`src/rtl/bpv_pkg.sv`:
```
package bpv_pkg;

   typedef enum logic [1:0] {
      LC_AMI     = 2'b00,
      LC_HDB3    = 2'b01,
      LC_B8ZS    = 2'b10,
      LC_AMI_ALT = 2'b11
   } line_code_e;

   // one classified symbol as kept in the history
   typedef struct packed {
      logic mark;   // exactly one rail high
      logic viol;   // same polarity as the previous mark
      logic inval;  // both rails high
      logic supp;   // violation belongs to a legal substitution
   } sym_t;

   // span of the longest substitution pattern, in symbols
   localparam int B8ZS_SPAN        = 8;
   // earliest stage at which every suppression has been decided
   localparam int MIN_REPORT_STAGE = 4;
   // stages that receive the B8ZS write-back on the completing edge
   localparam int B8ZS_LATE_V      = 1;
   localparam int B8ZS_EARLY_V     = 4;

   function automatic logic sym_is_zero(input sym_t s);
      return !s.mark && !s.inval;
   endfunction

   function automatic logic sym_is_clean_mark(input sym_t s);
      return s.mark && !s.viol;
   endfunction

   function automatic logic sym_is_v(input sym_t s);
      return s.mark && s.viol;
   endfunction

endpackage

```
`src/rtl/bpv_symbol_class.sv`:
```
module bpv_symbol_class
   import bpv_pkg::*;
(
   input  logic clk,
   input  logic rst,
   input  logic pos_i,
   input  logic neg_i,
   output sym_t sym_o,
   output logic pol_o
);

   logic have_mark_q;
   logic last_pol_q;
   logic mark_w;
   logic inval_w;
   logic viol_w;

   always_comb begin
      mark_w  = pos_i ^ neg_i;
      inval_w = pos_i & neg_i;
      viol_w  = mark_w & have_mark_q & (pos_i == last_pol_q);
      sym_o   = '{mark: mark_w, viol: viol_w, inval: inval_w, supp: 1'b0};
      pol_o   = pos_i;
   end

   always_ff @(posedge clk) begin
      if (rst) begin
         have_mark_q <= 1'b0;
         last_pol_q  <= 1'b0;
      end else if (mark_w) begin
         have_mark_q <= 1'b1;
         last_pol_q  <= pos_i;
      end
   end

   // an illegal both-rails symbol leaves the polarity memory untouched
   p_inval_holds_pol_r3: assert property (@(posedge clk) disable iff (rst)
      (pos_i && neg_i) |=> ($stable(last_pol_q) && $stable(have_mark_q)))
      else $error("illegal symbol changed the last-mark polarity");

endmodule

```
`src/rtl/bpv_subst_detect.sv`:
```
module bpv_subst_detect
   import bpv_pkg::*;
#(
   parameter int DEPTH   = 7,
   parameter bit EN_HDB3 = 1'b1,
   parameter bit EN_B8ZS = 1'b1
) (
   input  logic       clk,
   input  logic       rst,
   input  logic [1:0] code_sel,
   input  sym_t       in_sym,
   input  logic       in_pol,
   input  sym_t       win [DEPTH],
   output logic       hdb3_hit,
   output logic       b8_hit
);

   generate
      if (EN_HDB3) begin : g_hdb3
         logic lastv_valid_q;
         logic lastv_pol_q;
         logic hdb3_mode;
         logic ctx_ok;
         logic alt_ok;

         always_comb begin
            hdb3_mode = (code_sel == LC_HDB3);
            ctx_ok    = sym_is_zero(win[0]) && sym_is_zero(win[1]) &&
                        (sym_is_zero(win[2]) || sym_is_clean_mark(win[2]));
            alt_ok    = !lastv_valid_q || (in_pol != lastv_pol_q);
         end

         assign hdb3_hit = hdb3_mode && in_sym.viol && ctx_ok && alt_ok;

         always_ff @(posedge clk) begin
            if (rst) begin
               lastv_valid_q <= 1'b0;
               lastv_pol_q   <= 1'b0;
            end else if (hdb3_mode && in_sym.viol) begin
               lastv_valid_q <= 1'b1;
               lastv_pol_q   <= in_pol;
            end
         end

         // each violation seen in HDB3 mode becomes the new reference
         p_v_pol_tracked_r5: assert property (@(posedge clk) disable iff (rst)
            (code_sel == LC_HDB3 && in_sym.viol) |=>
               (lastv_valid_q && lastv_pol_q == $past(in_pol)))
            else $error("HDB3 reference polarity not updated");
      end else begin : g_no_hdb3
         assign hdb3_hit = 1'b0;
      end

      if (EN_B8ZS) begin : g_b8zs
         // incoming symbol closes 0 0 0 V B 0 V B; win[0] is the newest entry
         assign b8_hit = (code_sel == LC_B8ZS) &&
                         sym_is_clean_mark(in_sym) &&
                         sym_is_v(win[0])          &&
                         sym_is_zero(win[1])       &&
                         sym_is_clean_mark(win[2]) &&
                         sym_is_v(win[3])          &&
                         sym_is_zero(win[4])       &&
                         sym_is_zero(win[5])       &&
                         sym_is_zero(win[6]);
      end else begin : g_no_b8zs
         assign b8_hit = 1'b0;
      end
   endgenerate

endmodule

```
`src/rtl/bpv_history.sv`:
```
module bpv_history
   import bpv_pkg::*;
#(
   parameter int DEPTH = 7,
   parameter int RPT   = 4
) (
   input  logic clk,
   input  logic rst,
   input  sym_t in_sym,
   input  logic hdb3_hit,
   input  logic b8_hit,
   output sym_t win [DEPTH],
   output sym_t rpt_sym
);

   sym_t sr_q [DEPTH];

   always_ff @(posedge clk) begin
      if (rst) begin
         for (int k = 0; k < DEPTH; k++) sr_q[k] <= '0;
      end else begin
         sr_q[0] <= '{mark:  in_sym.mark,
                      viol:  in_sym.viol,
                      inval: in_sym.inval,
                      supp:  in_sym.supp | hdb3_hit};
         for (int k = 1; k < DEPTH; k++) begin
            sr_q[k] <= sr_q[k-1];
            if (b8_hit && (k == B8ZS_LATE_V || k == B8ZS_EARLY_V))
               sr_q[k].supp <= 1'b1;
         end
      end
   end

   assign win     = sr_q;
   assign rpt_sym = sr_q[RPT];

   // a suppression mark only ever lands on a violating entry
   p_supp_marks_viol_r7: assert property (@(posedge clk) disable iff (rst)
      sr_q[RPT].supp |-> sr_q[RPT].viol)
      else $error("suppression recorded on a non-violating symbol");

endmodule

```
`src/rtl/bpv_strobe.sv`:
```
module bpv_strobe
   import bpv_pkg::*;
(
   input  logic clk,
   input  logic rst,
   input  sym_t rpt_sym,
   output logic strobe_o
);

   logic strobe_q;

   always_ff @(posedge clk) begin
      if (rst) strobe_q <= 1'b0;
      else     strobe_q <= (rpt_sym.viol && !rpt_sym.supp) || rpt_sym.inval;
   end

   assign strobe_o = strobe_q;

   // the first cycle after reset never carries a strobe
   p_quiet_after_reset_r4: assert property (@(posedge clk) disable iff (rst)
      $past(rst) |-> !strobe_q)
      else $error("strobe survived reset");

endmodule

```
`src/rtl/bpv_monitor.sv`:
```
module bpv_monitor
   import bpv_pkg::*;
#(
   parameter int SYM_WIN   = 8,
   parameter int RPT_STAGE = 4,
   parameter bit EN_HDB3   = 1'b1,
   parameter bit EN_B8ZS   = 1'b1
) (
   input  logic       clk,
   input  logic       rst,
   input  logic       pos_i,
   input  logic       neg_i,
   input  logic [1:0] code_sel,
   output logic       bpv_o
);

   localparam int STORED = SYM_WIN - 1;
   localparam int DEPTH  = (STORED > RPT_STAGE + 1) ? STORED : RPT_STAGE + 1;

   generate
      if (SYM_WIN < B8ZS_SPAN) begin : g_bad_win
         $error("SYM_WIN must cover the longest substitution pattern");
      end
      if (RPT_STAGE < MIN_REPORT_STAGE) begin : g_bad_rpt
         $error("RPT_STAGE too early for B8ZS write-back");
      end
   endgenerate

   sym_t cls_sym;
   logic cls_pol;
   sym_t hist_win [DEPTH];
   sym_t rpt_sym;
   logic hdb3_hit;
   logic b8_hit;

   bpv_symbol_class u_class (
      .clk   (clk),
      .rst   (rst),
      .pos_i (pos_i),
      .neg_i (neg_i),
      .sym_o (cls_sym),
      .pol_o (cls_pol)
   );

   bpv_subst_detect #(
      .DEPTH   (DEPTH),
      .EN_HDB3 (EN_HDB3),
      .EN_B8ZS (EN_B8ZS)
   ) u_detect (
      .clk      (clk),
      .rst      (rst),
      .code_sel (code_sel),
      .in_sym   (cls_sym),
      .in_pol   (cls_pol),
      .win      (hist_win),
      .hdb3_hit (hdb3_hit),
      .b8_hit   (b8_hit)
   );

   bpv_history #(
      .DEPTH (DEPTH),
      .RPT   (RPT_STAGE)
   ) u_hist (
      .clk      (clk),
      .rst      (rst),
      .in_sym   (cls_sym),
      .hdb3_hit (hdb3_hit),
      .b8_hit   (b8_hit),
      .win      (hist_win),
      .rpt_sym  (rpt_sym)
   );

   bpv_strobe u_strobe (
      .clk      (clk),
      .rst      (rst),
      .rpt_sym  (rpt_sym),
      .strobe_o (bpv_o)
   );

endmodule

```
`config.mk`:
```
export PLATFORM = sky130hd
export DESIGN_NAME = bpv_monitor
export DESIGN_NICKNAME = d
export VERILOG_FILES = /design/src/rtl/bpv_pkg.sv /design/src/rtl/bpv_symbol_class.sv /design/src/rtl/bpv_subst_detect.sv /design/src/rtl/bpv_history.sv /design/src/rtl/bpv_strobe.sv /design/src/rtl/bpv_monitor.sv
export SDC_FILE = /design/constraint.sdc
export NUM_CORES = 1
export LEC_CHECK = 0
export ABC_AREA = 0
export BUFFER_PORTS_ARGS = -buffer_cell sky130_fd_sc_hd__buf_2
export CAP_MARGIN = 25
export CELL_PAD_IN_SITES_DETAIL_PLACEMENT = 0
export CELL_PAD_IN_SITES_GLOBAL_PLACEMENT = 1
export CORE_MARGIN = 1
export CORE_UTILIZATION = 31
export DETAILED_ROUTE_END_ITERATION = 8
export PLACE_DENSITY_LB_ADDON = 0.1
export SLEW_MARGIN = 20
export SYNTH_ARGS = -nofsm -noshare
export SYNTH_HDL_FRONTEND = slang
export SYNTH_SLANG_ARGS = --single-unit
export TNS_END_PERCENT = 100
```
`constraint.sdc`:
```
create_clock -name clk -period 3 [get_ports clk]
set_clock_uncertainty 0.1 [all_clocks]
set_input_delay 0.6 -clock clk [delete_from_list [all_inputs] [get_ports clk]]
set_output_delay 0.6 -clock clk [all_outputs]
set_load 0.03 [all_outputs]
```
# Yosys cells after proc, flatten, opt, wreduce, memory -nomap -nowiden
# Cells that the tools add are included.
# Widths: inputs -> output; s select.
[totals] output_inout_bits=1 in_bits=6 ff_bits=29 wordCells=82
[op_classes] n_eq_ne=4 mux=2 bitwise_logic=4 n_reduce_logical=43
[ops] operator="$logic_and 1x1->1" n=24
[ops] operator="$logic_not 1->1" n=16
[ops] operator="$and 1x1->1" n=3
[ops] operator="$logic_or 1x1->1" n=3
[ops] operator="$eq 2x1->1 const B" n=1
[ops] operator="$eq 2x2->1 const B" n=1
[ops] operator="$mux 1" n=2
[ops] operator="$eq 1x1->1" n=1
[ops] operator="$ne 1x1->1" n=1
[ops] operator="$xor 1x1->1" n=1

# Longest topological paths before layout
# Gate-level depths: netlist of the first run.
[logic_depth] depth_word=14 mapped_depth=4 ltp_nobuf=4

# Hierarchy
# Synthesis of the first run repeated with hierarchy kept, for this count alone.
[unflattened] hier_cells=100 hier_area_um2=1123.6
[by_module_without_submodules] module="bpv_history" n_inst=1 seq_area_each_um2=560.5 cells_per_inst=62 area_per_inst_um2=800.8
[by_module_without_submodules] module="bpv_subst_detect" n_inst=1 seq_area_each_um2=40.0 cells_per_inst=19 area_per_inst_um2=153.9
[by_module_without_submodules] module="bpv_symbol_class" n_inst=1 seq_area_each_um2=40.0 cells_per_inst=15 area_per_inst_um2=130.1
[by_module_without_submodules] module="bpv_strobe" n_inst=1 seq_area_each_um2=20.0 cells_per_inst=4 area_per_inst_um2=38.8

# Worst setup path after synthesis of the first run
# Ideal clock, no wire load.
[synth_timing] kind="in2reg" start="input port pos_i" end="register u_hist.sr_q (netlist bit u_hist.win[24])" path_slack_ps=1250 stages=4 t_required_ps=2797 t_arrival_ps=1546 setup_time_ps=103 n_path_buf=0 path_cell_list="ha_1 nor2b_1 nand4_2 a2111oi_2"
[synth_between] elab_chain_len=6 elab_cells_between_ends=9 classes_between="eq/ne (2); bitwise (3); reduce/logical (4)"
[synth_rtl] element="start: declaration" line="bpv_monitor.sv:11" rtl="input logic pos_i,"
[synth_rtl] element="$xor 1x1->1" line="bpv_symbol_class.sv:19" rtl="mark_w = pos_i ^ neg_i;"
[synth_rtl] element="$and 1x1->1 (2 in a row)" line="bpv_symbol_class.sv:21" rtl="viol_w = mark_w & have_mark_q & (pos_i == last_pol_q);"
[synth_rtl] element="$logic_and 1x1->1 (2 in a row)" line="bpv_subst_detect.sv:33" rtl="assign hdb3_hit = hdb3_mode && in_sym.viol && ctx_ok && alt_ok;"
[synth_rtl] element="$logic_and 1x1->1 (*)" line="bpv_subst_detect.sv:33"
[synth_rtl] element="end signal: indexed assignment" line="bpv_history.sv:27" rtl="sr_q[k] <= sr_q[k-1];"
[synth_rtl] element="end: declaration" line="bpv_history.sv:16" rtl="sym_t sr_q [DEPTH];"
# Every way passes the cells marked *; elsewhere a longest branch is shown, timed or not.
# A chain may end at the register's enable or synchronous reset.

# Worst setup path in the final report of the first run
[layout_timing] start="input port pos_i" end="register u_hist.sr_q (netlist bit u_hist.win[24])"
[layout_between] elab_chain_len=6 elab_cells_between_ends=9 classes_between="eq/ne (2); bitwise (3); reduce/logical (4)"
[layout_rtl] element="$xor 1x1->1" line="bpv_symbol_class.sv:19"
[layout_rtl] element="via u_class.mark_w" line="bpv_symbol_class.sv:14" rtl="logic mark_w;"
[layout_rtl] element="$and 1x1->1 (2 in a row)" line="bpv_symbol_class.sv:21"
[layout_rtl] element="$logic_and 1x1->1 (3 in a row)" line="bpv_subst_detect.sv:33"
# The timed path passes the listed nets, and every way through them passes these cells.

==> results.py, run 1 <==
metrics = {
    "outcome": {
        "outcome": "complete, no violations",
    },
    "setup_path": {
        "r2r-start": "u_class.last_pol_q$_SDFFE_PP0N_",
        "cp-start-kind": "input pin",
        "worstPathArrival_ns": 1.78,
        "cp_max_fo": 5,
        "r2r_slack_ns": 1.70,
        "path_class": "input pin to register",
        "setup.worst_path.end_class": "register",
        "reg2reg_to": "u_hist.win[24]$_SDFF_PP0_",
        "r2r.worst_path.cells": 3,
        "crit_required_ns": 3.12,
    },
    "cts": {
        "cts_buffers": 5,
        "clkTransAtPathRegs_ns": 0.08,
        "postCtsHoldBufs": 0,
        "cts_sinks": 29,
        "cts_setup_buffers": 0,
        "clock_latency_ns": 0.32,
        "cts_buffer_depth": 2,
        "cts_tree": "yes",
        "cts_root_buf": "clkbuf_4",
        "htreeDepth": 2,
        "cts-resized-gates": 0,
    },
    "final_layout": {
        "final_cells": 127,
        "syn_to_final_growth_pct": 11.1,
        "utilization_pct": 37.3,
        "nets": 102,
        "drive_gt1_share_pct": 15.6,
        "diodes": 0,
    },
    "sta": {
        "finalSetupTns_ns": 0,
        "fin_crit_ns": 1.66,
        "max_slew_margin_pct": 65.7,
        "finalCritPeriodShare_pct": 55.2,
        "holdWs_ns": 0.342,
        "finalSetupViolations": 0,
        "report.final.hold_viol_count": 0,
        "tightest_slew_ns": 0.514,
        "drv_slew": 0,
        "rsz0062_at_grt": "no",
        "fmax_mhz": 604,
    },
    "synthesis": {
        "yosys.area_share.simple_pct": 25.3,
        "synth-xor-area-share_pct": 1.84,
        "yosysWarnings": 0,
        "ys_seq_area_share_pct": 61.1,
        "yosysTopAreaCell": "dfxtp_1",
        "async_flop_share_pct": 0,
        "synth_cell_types": 22,
        "synth.avg_cell_area_um2": 11.2,
        "synth_top_family_by_area": "simple AND/OR/NAND/NOR gates",
        "synth.area.top_cells": "dfxtp_1, nor2b_1, mux2i_1",
        "synth_compound_area_share_pct": 4.47,
        "synth_top_cells_by_count": "dfxtp_1, nor2b_1, inv_1, nor2_1, mux2i_1",
        "synth.area.mux_share_pct": 3.16,
        "synthAdderAreaFrac_pct": 1.32,
        "synth-edff-count": 0,
        "synth_nets": 92,
        "yosys.area.top_type_share_pct": 61.1,
        "ys_seq_elements": 29,
        "syn-cell-area_um2": 951,
        "dominantRegCellSynth": "dfxtp_1",
        "syn_inst": 85,
        "synth.most_common_cell": "dfxtp_1",
    },
    "grt": {
        "grt_overflow": 0,
        "grt_pass1_wl_mm": 2.57,
        "gr-usage-all-layers_pct": 11.3,
        "grt_max_degree": 30,
        "grt_pass1_vias": 517,
        "antenna_found_initial": 0,
    },
    "detailed_routing": {
        "via_per_inst": 4.50,
        "drcViolationCount": 0,
        "drt_iter0_markers": 5,
        "wl_mm": 1.50,
        "ant_nets": 0,
        "firstDrtPassIters": 4,
        "num_vias": 571,
        "wl_per_cell_um": 11.8,
    },
    "power": {
        "power_density_nw_per_um2": 615,
        "power_uw": 650,
        "power_leakage_nw": 0.417,
        "peakVddDrop_mv": 0.206,
    },
    "hold_path": {
        "hold_start": "u_hist.win[20]$_SDFF_PP0_",
        "min_to": "u_hist.win[16]$_SDFF_PP0_",
        "hp-class": "register to register",
        "min_path_cells": 1,
    },
    "floorplan": {
        "rows": 19,
        "dieArea_um2": 3290,
        "core-area_um2": 2830,
        "start_util_pct": 33.6,
        "io_pins": 7,
        "die_x_um": 57.4,
        "die_h_um": 57.4,
    },
    "placed_design": {
        "placed_cells": 119,
        "io_buffer_count": 6,
        "hpwlAfterDp_um": 981,
        "place.gp.congestion": 0.688,
    },
    "flow_run": {
        "drv_cap": 0,
    },
}
## registers in the layout (all words and copies together), names as in the netlist
| signal | flops |
|---|---|
| u_detect.g_hdb3.lastv_valid_q | 1 |
| u_hist.rpt_sym | 4 |
| u_strobe.strobe_o | 1 |
| u_hist.win | 20 |
| u_class.have_mark_q | 1 |
| u_class.last_pol_q | 1 |
| u_detect.g_hdb3.lastv_pol_q | 1 |
## layout by cell type, fill, tap and decap left out
master / synthesis / final
nand2_1: 2 / 2
and4_1: 1 / 1
xnor2_1: 2 / 2
nand2b_1: 1 / 1
or2b_1: 1 / 1
and3_2: 2 / 2
mux2i_1: 3 / 3
nand4_2: 1 / 1
nor4b_1: 2 / 2
dfxtp_1: 29 / 29
and2b_1: 1 / 1
clkbuf_4: 0 / 5
o32ai_1: 2 / 2
nor4_1: 2 / 2
inv_1: 4 / 4
a2111oi_2: 1 / 1
nand3_1: 1 / 1
a21oi_1: 2 / 2
ha_1: 1 / 1
nor2_1: 4 / 4
clkbuf_1: 2 / 3
nor2b_1: 20 / 20
buf_2: 1 / 6
## cells by family (layout without fill, tap and decap cells)
logic type | count (synthesis) | count (layout)
XOR/XNOR | 2 | 2
flip-flops | 29 | 29
multiplexers | 3 | 3
AND/OR/NAND/NOR | 38 | 38
adder cells (fa/ha/maj) | 1 | 1
AO/OA/AOI/OAI | 5 | 5
buffers and inverters | 7 | 18
## power by group
group,switching (mW),internal [mW]
Combinational,0.0196,0.0158
Sequential,0.00594,0.393
Clock,0.122,0.0932
Total,0.148,0.502
## worst max-delay path, cell delays in order
cell and delay (ns):
buf_2 0.13, ha_1 0.37, nor2b_1 0.18, nand4_2 0.16
a2111oi_2 0.34
## layout make-up
cell class                      instances  area, µm²
Sequential cell                        29        581
Inverter                                4       15.0
Multi-Input combinational cell         49        343
Tap cell                               31       38.8
Timing Repair Buffer                    6       30.0
Clock buffer                            8       48.8
Fill cell                             286       1770
## worst max path at each step
stage          startpoint                   endpoint  slack [ns]  depth (start not counted)
3_3_place_gp        pos_i  u_hist.win[24]$_SDFF_PP0_        1.04                          5
6_report            pos_i  u_hist.win[24]$_SDFF_PP0_        1.34                          5
5_1_grt             pos_i  u_hist.win[24]$_SDFF_PP0_        1.26                          5
4_1_cts             pos_i  u_hist.win[24]$_SDFF_PP0_        1.35                          5
2_1_floorplan       pos_i  u_hist.win[24]$_SDFF_PP0_        1.25                          4
3_5_place_dp        pos_i  u_hist.win[24]$_SDFF_PP0_        1.01                          5
## per-layer routing
metal / vias up / wire length (µm) / GRT usage [%]
met5: - / 0 / 0
met4: 0 / 30 / 5.23
met3: 4 / 89 / 7.48
met2: 10 / 545 / 13.3
met1: 257 / 838 / 15.4
li1: 300 / - / -
## through the flow
step | setup slack, ns | cell area (µm²)
floorplan | 1.25 | 951
global placement | 1.04 | 1010
detailed placement | 1.01 | 1010
CTS | 1.35 | 1060
global route | 1.26 | 1060
finish | 1.34 | 1060
(Power assumes the default switching activity.)
==> inputs of run 2 (changes only) <==
--- a/config.mk
+++ b/config.mk
@@ -5,7 +5,7 @@
 export SDC_FILE = /design/constraint.sdc
 export NUM_CORES = 1
 export LEC_CHECK = 0
-export ABC_AREA = 0
+export ABC_AREA = 1
 export BUFFER_PORTS_ARGS = -buffer_cell sky130_fd_sc_hd__buf_2
 export CAP_MARGIN = 25
 export CELL_PAD_IN_SITES_DETAIL_PLACEMENT = 0
==> constraint.sdc (replaced) <==
create_clock -name clk -period 1.6 [get_ports clk]
set_clock_uncertainty 0.1 [all_clocks]
set_input_delay 0.32 -clock clk [delete_from_list [all_inputs] [get_ports clk]]
set_output_delay 0.32 -clock clk [all_outputs]
set_load 0.03 [all_outputs]
==> run 2 against run 1 <==
Die area increased by 5.1%. Global-route usage is 0.56 points higher. Largest cell class unchanged. Routed wire length increased by 2.7%. Cell count grew 43%. Critical endpoint is now bpv_o. Combinational power up 110%. Register-to-register slack got worse by 1.2 ns. Via count rose by 23%. Highest routed layer unchanged. Non-clock buffer count up 2. Total power up 100%.
==> results.py, run 2 <==
metrics = {
    "detailed_routing": {
        "wl_mm": 1.54,
        "drcViolationCount": 0,
        "via_per_inst": 3.90,
        "num_vias": 705,
        "ant_nets": 0,
        "drt_iter0_markers": 7,
        "wl_per_cell_um": 8.53,
        "firstDrtPassIters": 3,
    },
    "synthesis": {
        "synth_nets": 131,
        "synth.most_common_cell": "nor2_1",
        "synth.area.top_cells": "dfxtp_1, nor2_1, inv_1",
        "synth_top_cells_by_count": "nor2_1, dfxtp_1, inv_1",
        "async_flop_share_pct": 0,
        "syn-cell-area_um2": 1000,
        "yosysTopAreaCell": "dfxtp_1",
        "dominantRegCellSynth": "dfxtp_1",
        "syn_inst": 124,
        "ys_seq_elements": 29,
        "synth_cell_types": 18,
        "yosys.area.top_type_share_pct": 58.0,
        "synth.avg_cell_area_um2": 8.07,
        "yosysWarnings": 0,
        "ys_seq_area_share_pct": 58.0,
        "synth-edff-count": 0,
    },
    "sta": {
        "fmax_mhz": 811,
        "finalCritPeriodShare_pct": 77.1,
        "setup_ws_ns": 0.366,
        "finalSetupViolations": 0,
        "finalSetupTns_ns": 0,
        "drv_slew": 0,
        "tightest_slew_ns": 0.382,
        "report.final.hold_viol_count": 0,
        "fin_crit_ns": 1.23,
        "max_slew_margin_pct": 74.5,
        "rsz0062_at_grt": "no",
        "holdWs_ns": 0.225,
    },
    "hold_path": {
        "hold_start": "code_sel[1]",
        "min_to": "u_detect.g_hdb3.lastv_pol_q$_SDFFE_PP0P_",
        "min_path_cells": 4,
        "hp-class": "input pin to register",
    },
    "final_layout": {
        "final_cell_mix": "nor2_1, dfxtp_1, inv_1, nand2_1, buf_2",
        "syn_to_final_growth_pct": 15.5,
        "final_common_cell": "nor2_1",
        "final_cell_area_um2": 1160,
        "nets": 143,
        "diodes": 0,
        "drive_gt1_share_pct": 16.1,
        "largest_reg_flops": 20,
    },
    "floorplan": {
        "core-area_um2": 3050,
        "die_x_um": 58.8,
        "rows": 20,
        "dieArea_um2": 3460,
        "start_util_pct": 32.8,
        "die_h_um": 58.8,
        "io_pins": 7,
    },
    "setup_path": {
        "crit_chain": "buf_2",
        "crit_required_ns": 1.18,
        "crit_cells": 1,
        "slowest_stage": "dfxtp_1",
        "setup.worst_path.end_class": "output port",
        "path_buf_inv": 1,
        "r2r.worst_path.cells": 6,
        "path_class": "register to output port",
        "cp-start-kind": "register",
        "worstPathArrival_ns": 0.81,
        "r2r_slack_ns": 0.51,
        "slowest_delay_ns": 0.31,
        "r2r-start": "u_class.last_pol_q$_SDFFE_PP0N_",
        "cp_top_family": "flip-flops",
        "reg2reg_to": "u_hist.rpt_sym[0]$_SDFF_PP0_",
        "cp_max_fo": 1,
    },
    "placed_design": {
        "dpl_worst_slack_ns": 0.0497,
        "place.gp.congestion": 0.692,
        "place_area_um2": 1090,
        "io_buffer_count": 6,
        "hpwlAfterDp_mm": 1.11,
    },
    "power": {
        "peakVddDrop_mv": 0.490,
        "power_leakage_nw": 0.476,
        "clock_power_share_pct": 37.9,
        "power_density_nw_per_um2": 1140,
        "p_comb_share_pct": 5.5,
        "intPower_mw": 1.02,
        "net-switching-power_uw": 300,
        "p_seq_share_pct": 56.6,
        "switching_share_pct": 22.7,
    },
    "grt": {
        "gr-usage-all-layers_pct": 11.8,
        "antenna_found_initial": 0,
        "grt_pass1_wl_mm": 2.84,
        "grt_max_degree": 21,
        "grt_overflow": 0,
        "grt_pass1_vias": 714,
    },
    "cts": {
        "cts_tree": "yes",
        "cts_root_buf": "clkbuf_4",
        "postCtsHoldBufs": 0,
        "clock_latency_ns": 0.32,
        "cts_setup_buffers": 0,
        "htreeDepth": 2,
        "clkTransAtPathRegs_ns": 0.09,
        "cts_buffer_depth": 2,
        "cts_sinks": 29,
        "cts_buffers": 5,
        "cts-resized-gates": 0,
    },
    "outcome": {
        "outcome": "complete, no violations",
    },
    "flow_run": {
        "drv_cap": 0,
    },
}
-- run 2: cell types whose count changed after synthesis, moves of 3 or more --
| cell | previous run | this run |
|---|---|---|
| nand2_1 | 2 | 14 |
| nor2_1 | 4 | 32 |
| mux2i_1 | 3 | 0 |
| inv_1 | 4 | 27 |
| nor2b_1 | 20 | 0 |
-- run 2: how the worst max path moves through the flow --
stage,start,end,slack [ns]
2_1_floorplan,pos_i,u_detect.g_hdb3.lastv_pol_q$_SDFFE_PP0P_,0.26
3_3_place_gp,pos_i,u_detect.g_hdb3.lastv_pol_q$_SDFFE_PP0P_,0.08
3_5_place_dp,pos_i,u_detect.g_hdb3.lastv_pol_q$_SDFFE_PP0P_,0.05
4_1_cts,u_strobe.strobe_o$_SDFF_PP0_,bpv_o,0.34
5_1_grt,pos_i,u_hist.rpt_sym[0]$_SDFF_PP0_,0.26
6_report,u_strobe.strobe_o$_SDFF_PP0_,bpv_o,0.37
-- run 2: area by class of cell --
class	instances	area (µm²)
Clock buffer	7	65.1
Clock inverter	1	5.00
Fill cell	351	1900
Inverter	29	109
Multi-Input combinational cell	63	297
Sequential cell	29	581
Tap cell	44	55.1
Timing Repair Buffer	8	45.0
-- run 2: power by group through the flow --
stage | Clock (mW) | Sequential, mW | Combinational (mW)
floorplan | 0 | 0.762 | 0.0539
detailed placement | 0 | 0.764 | 0.0751
global route | 0.562 | 0.749 | 0.0853
CTS | 0.532 | 0.747 | 0.0753
global placement | 0 | 0.764 | 0.0750
finish | 0.500 | 0.747 | 0.0727
-- run 2: through the flow --
step                      utilization (%)  cells  total power [mW]
final                                37.9    181              1.32
after detailed placement             35.6    173             0.839
after CTS                            37.9    181              1.36
after global placement               35.6    173             0.839
after global routing                 37.9    181              1.40
after floorplan                         -    124             0.816
-- run 2: kinds of logic (layout without fill, tap and decap cells) --
logic type / after synthesis / after routing / share of synthesized area, %
compound gates: 7 / 7 / 4.75
fa+ha+maj: 1 / 1 / 1.25
buf+inv: 32 / 45 / 12.4
flops: 29 / 29 / 58.0
xor+xnor: 1 / 1 / 0.875
simple gates: 54 / 54 / 22.8
-- run 2: worst reg2reg max path, stage by stage (launching register included) --
cell	delay, ns
dfxtp_1	0.40
nand2_1	0.08
nand2_2	0.10
nor2_4	0.04
nor2_1	0.10
nand2_1	0.08
a21oi_1	0.13
-- run 2: per-layer routing --
metal  part of all wire [%]  up-vias  track usage [%]
li1                       -      379                -
met1                     45      310             11.7
met2                     48       12             19.2
met3                    5.2        4             6.81
met4                    2.0        0             7.14
met5                      0        -                0
==> inputs of run 3 (changes only) <==
==> constraint.sdc (replaced) <==
create_clock -name clk -period 1.15 [get_ports clk]
set_clock_uncertainty 0.1 [all_clocks]
set_input_delay 0.23 -clock clk [delete_from_list [all_inputs] [get_ports clk]]
set_output_delay 0.23 -clock clk [all_outputs]
set_load 0.03 [all_outputs]
==> run 3 against run 2 <==
Core utilization up 4.2 points. Register-to-register slack worse by 0.45 ns. Worst hold slack worse by 0.12 ns. Total power up 54%. Critical path type unchanged. Largest power group unchanged.
==> results.py, run 3 (synthesized netlist as in run 2, its figures left out) <==
metrics = {
    "floorplan": {
        "die_x_um": 58.8,
        "die_h_um": 58.8,
        "rows": 20,
        "io_pins": 7,
        "dieArea_um2": 3460,
        "start_util_pct": 32.8,
        "core-area_um2": 3050,
    },
    "final_layout": {
        "nets": 148,
        "final_common_cell": "nor2_1",
        "syn_to_final_growth_pct": 28.4,
        "final_cell_area_um2": 1280,
        "final_cell_mix": "nor2_1, dfxtp_1, inv_1, nand2_1, buf_4",
        "drive_gt1_share_pct": 29.6,
        "largest_reg_flops": 20,
        "diodes": 0,
        "final_cells": 186,
        "utilization_pct": 42.1,
    },
    "setup_path": {
        "worstPathArrival_ns": 0.76,
        "crit_path_end": "bpv_o",
        "cp-start-kind": "register",
        "crit_chain": "buf_6",
        "slowest_stage": "dfxtp_1",
        "r2r.worst_path.cells": 6,
        "cp_max_fo": 1,
        "crit_cells": 1,
        "path_class": "register to output port",
        "critical_path.startpoint": "u_strobe.strobe_o$_SDFF_PP0_",
        "cp_top_family": "flip-flops",
        "r2r_slack_ns": 0.06,
        "path_buf_inv": 1,
        "slowest_delay_ns": 0.33,
        "crit_required_ns": 0.82,
        "reg2reg_to": "u_hist.win[24]$_SDFF_PP0_",
        "setup.worst_path.end_class": "output port",
        "r2r-start": "u_hist.win[19]$_SDFF_PP0_",
    },
    "sta": {
        "fmax_mhz": 915,
        "finalCritPeriodShare_pct": 95.0,
        "tightest_slew_ns": 0.235,
        "finalSetupViolations": 0,
        "rsz0062_at_grt": "yes",
        "report.final.hold_viol_count": 0,
        "fin_crit_ns": 1.09,
        "max_slew_margin_pct": 84.2,
        "drv_slew": 0,
    },
    "detailed_routing": {
        "ant_nets": 0,
        "drt_iter0_markers": 12,
        "wl_mm": 1.60,
        "drcViolationCount": 0,
        "via_per_inst": 3.93,
        "firstDrtPassIters": 3,
        "wl_per_cell_um": 8.60,
        "num_vias": 731,
    },
    "cts": {
        "cts_buffer_depth": 2,
        "cts_sinks": 29,
        "cts_root_buf": "clkbuf_4",
        "cts_buffers": 5,
        "clkTransAtPathRegs_ns": 0.09,
        "postCtsHoldBufs": 0,
        "htreeDepth": 2,
        "clock_latency_ns": 0.31,
        "cts_tree": "yes",
    },
    "flow_run": {
        "drv_cap": 0,
    },
    "placed_design": {
        "place.gp.congestion": 0.679,
        "io_buffer_count": 6,
        "placed_cells": 176,
        "hpwlAfterDp_mm": 1.20,
        "place_area_um2": 1140,
    },
    "power": {
        "power_density_nw_per_um2": 1580,
        "power_leakage_nw": 0.516,
        "power_mw": 2.03,
        "peakVddDrop_mv": 0.932,
    },
    "hold_path": {
        "hp-class": "input pin to register",
        "min_path_cells": 2,
    },
    "grt": {
        "grt_max_degree": 13,
        "antenna_found_initial": 0,
        "grt_pass1_vias": 726,
        "grt_pass1_wl_mm": 2.86,
        "grt_overflow": 0,
        "gr-usage-all-layers_pct": 11.6,
    },
    "outcome": {
        "outcome": "complete, no violations",
    },
}
==> run 3: changes by cell type in the layout (fill, tap and decap cells not counted), sizes merged <==
cell / before / now
buf: 8 / 13
bufinv: 0 / 1
clkinv: 2 / 1
==> run 3: through the flow <==
stage / worst slack [ns] / setup TNS, ns / hold slack (ns)
after floorplan: 0.0122 / 0 / 0.288
after global placement: -0.170 / -0.631 / 0.290
after detailed placement: -0.197 / -0.710 / 0.301
after CTS: 0.00543 / 0 / 0.109
after global routing: -0.00905 / -0.0167 / 0.123
final: 0.0571 / 0 / 0.106
==> run 3: cell type report <==
cell class | instances | area (µm²)
Clock buffer | 7 | 55.1
Clock inverter | 1 | 30.0
Fill cell | 323 | 1770
Inverter | 29 | 109
Multi-Input combinational cell | 63 | 350
Sequential cell | 29 | 584
Tap cell | 44 | 55.1
Timing Repair Buffer | 13 | 101
==> run 3: worst min-delay path by stage <==
stage / startpoint / endpoint / slack, ns
2_1_floorplan: u_hist.win[13]$_SDFF_PP0_ / u_hist.rpt_sym[1]$_SDFF_PP0_ / 0.29
3_3_place_gp: u_hist.win[20]$_SDFF_PP0_ / u_hist.win[16]$_SDFF_PP0_ / 0.29
3_5_place_dp: u_hist.win[13]$_SDFF_PP0_ / u_hist.rpt_sym[1]$_SDFF_PP0_ / 0.30
4_1_cts: rst / u_hist.win[19]$_SDFF_PP0_ / 0.11
5_1_grt: rst / u_hist.win[19]$_SDFF_PP0_ / 0.12
6_report: rst / u_hist.win[19]$_SDFF_PP0_ / 0.11
==> run 3: worst reg2reg max path, delay by kind of cell (launching register included) <==
family          cells  cell delay [ns]
compound gates      1             0.10
simple gates        3             0.34
buf+inv             2             0.16
flops               1             0.34
==> run 3: per-layer routing <==
layer,wire length [µm],GRT usage (%),vias up
li1,-,-,393
met1,761,11.8,326
met2,760,19.6,10
met3,60,4.18,2
met4,16,8.16,0
met5,0,0,-
==> run 3: what timing repair did <==
item | CTS | global route
resized for setup | 1 | 16
buffers inserted | 0 | 2
endpoints found under the setup margin | 1 | 4
pin swaps | 0 | 7
==> run 3: power breakdown <==
| part | switching, mW | total, mW | internal [mW] |
|---|---|---|---|
| clock network | 0.335 | 0.855 | 0.519 |
| registers | 0.0142 | 1.04 | 1.03 |
| logic | 0.0723 | 0.135 | 0.0623 |
| total | 0.422 | 2.03 | 1.61 |
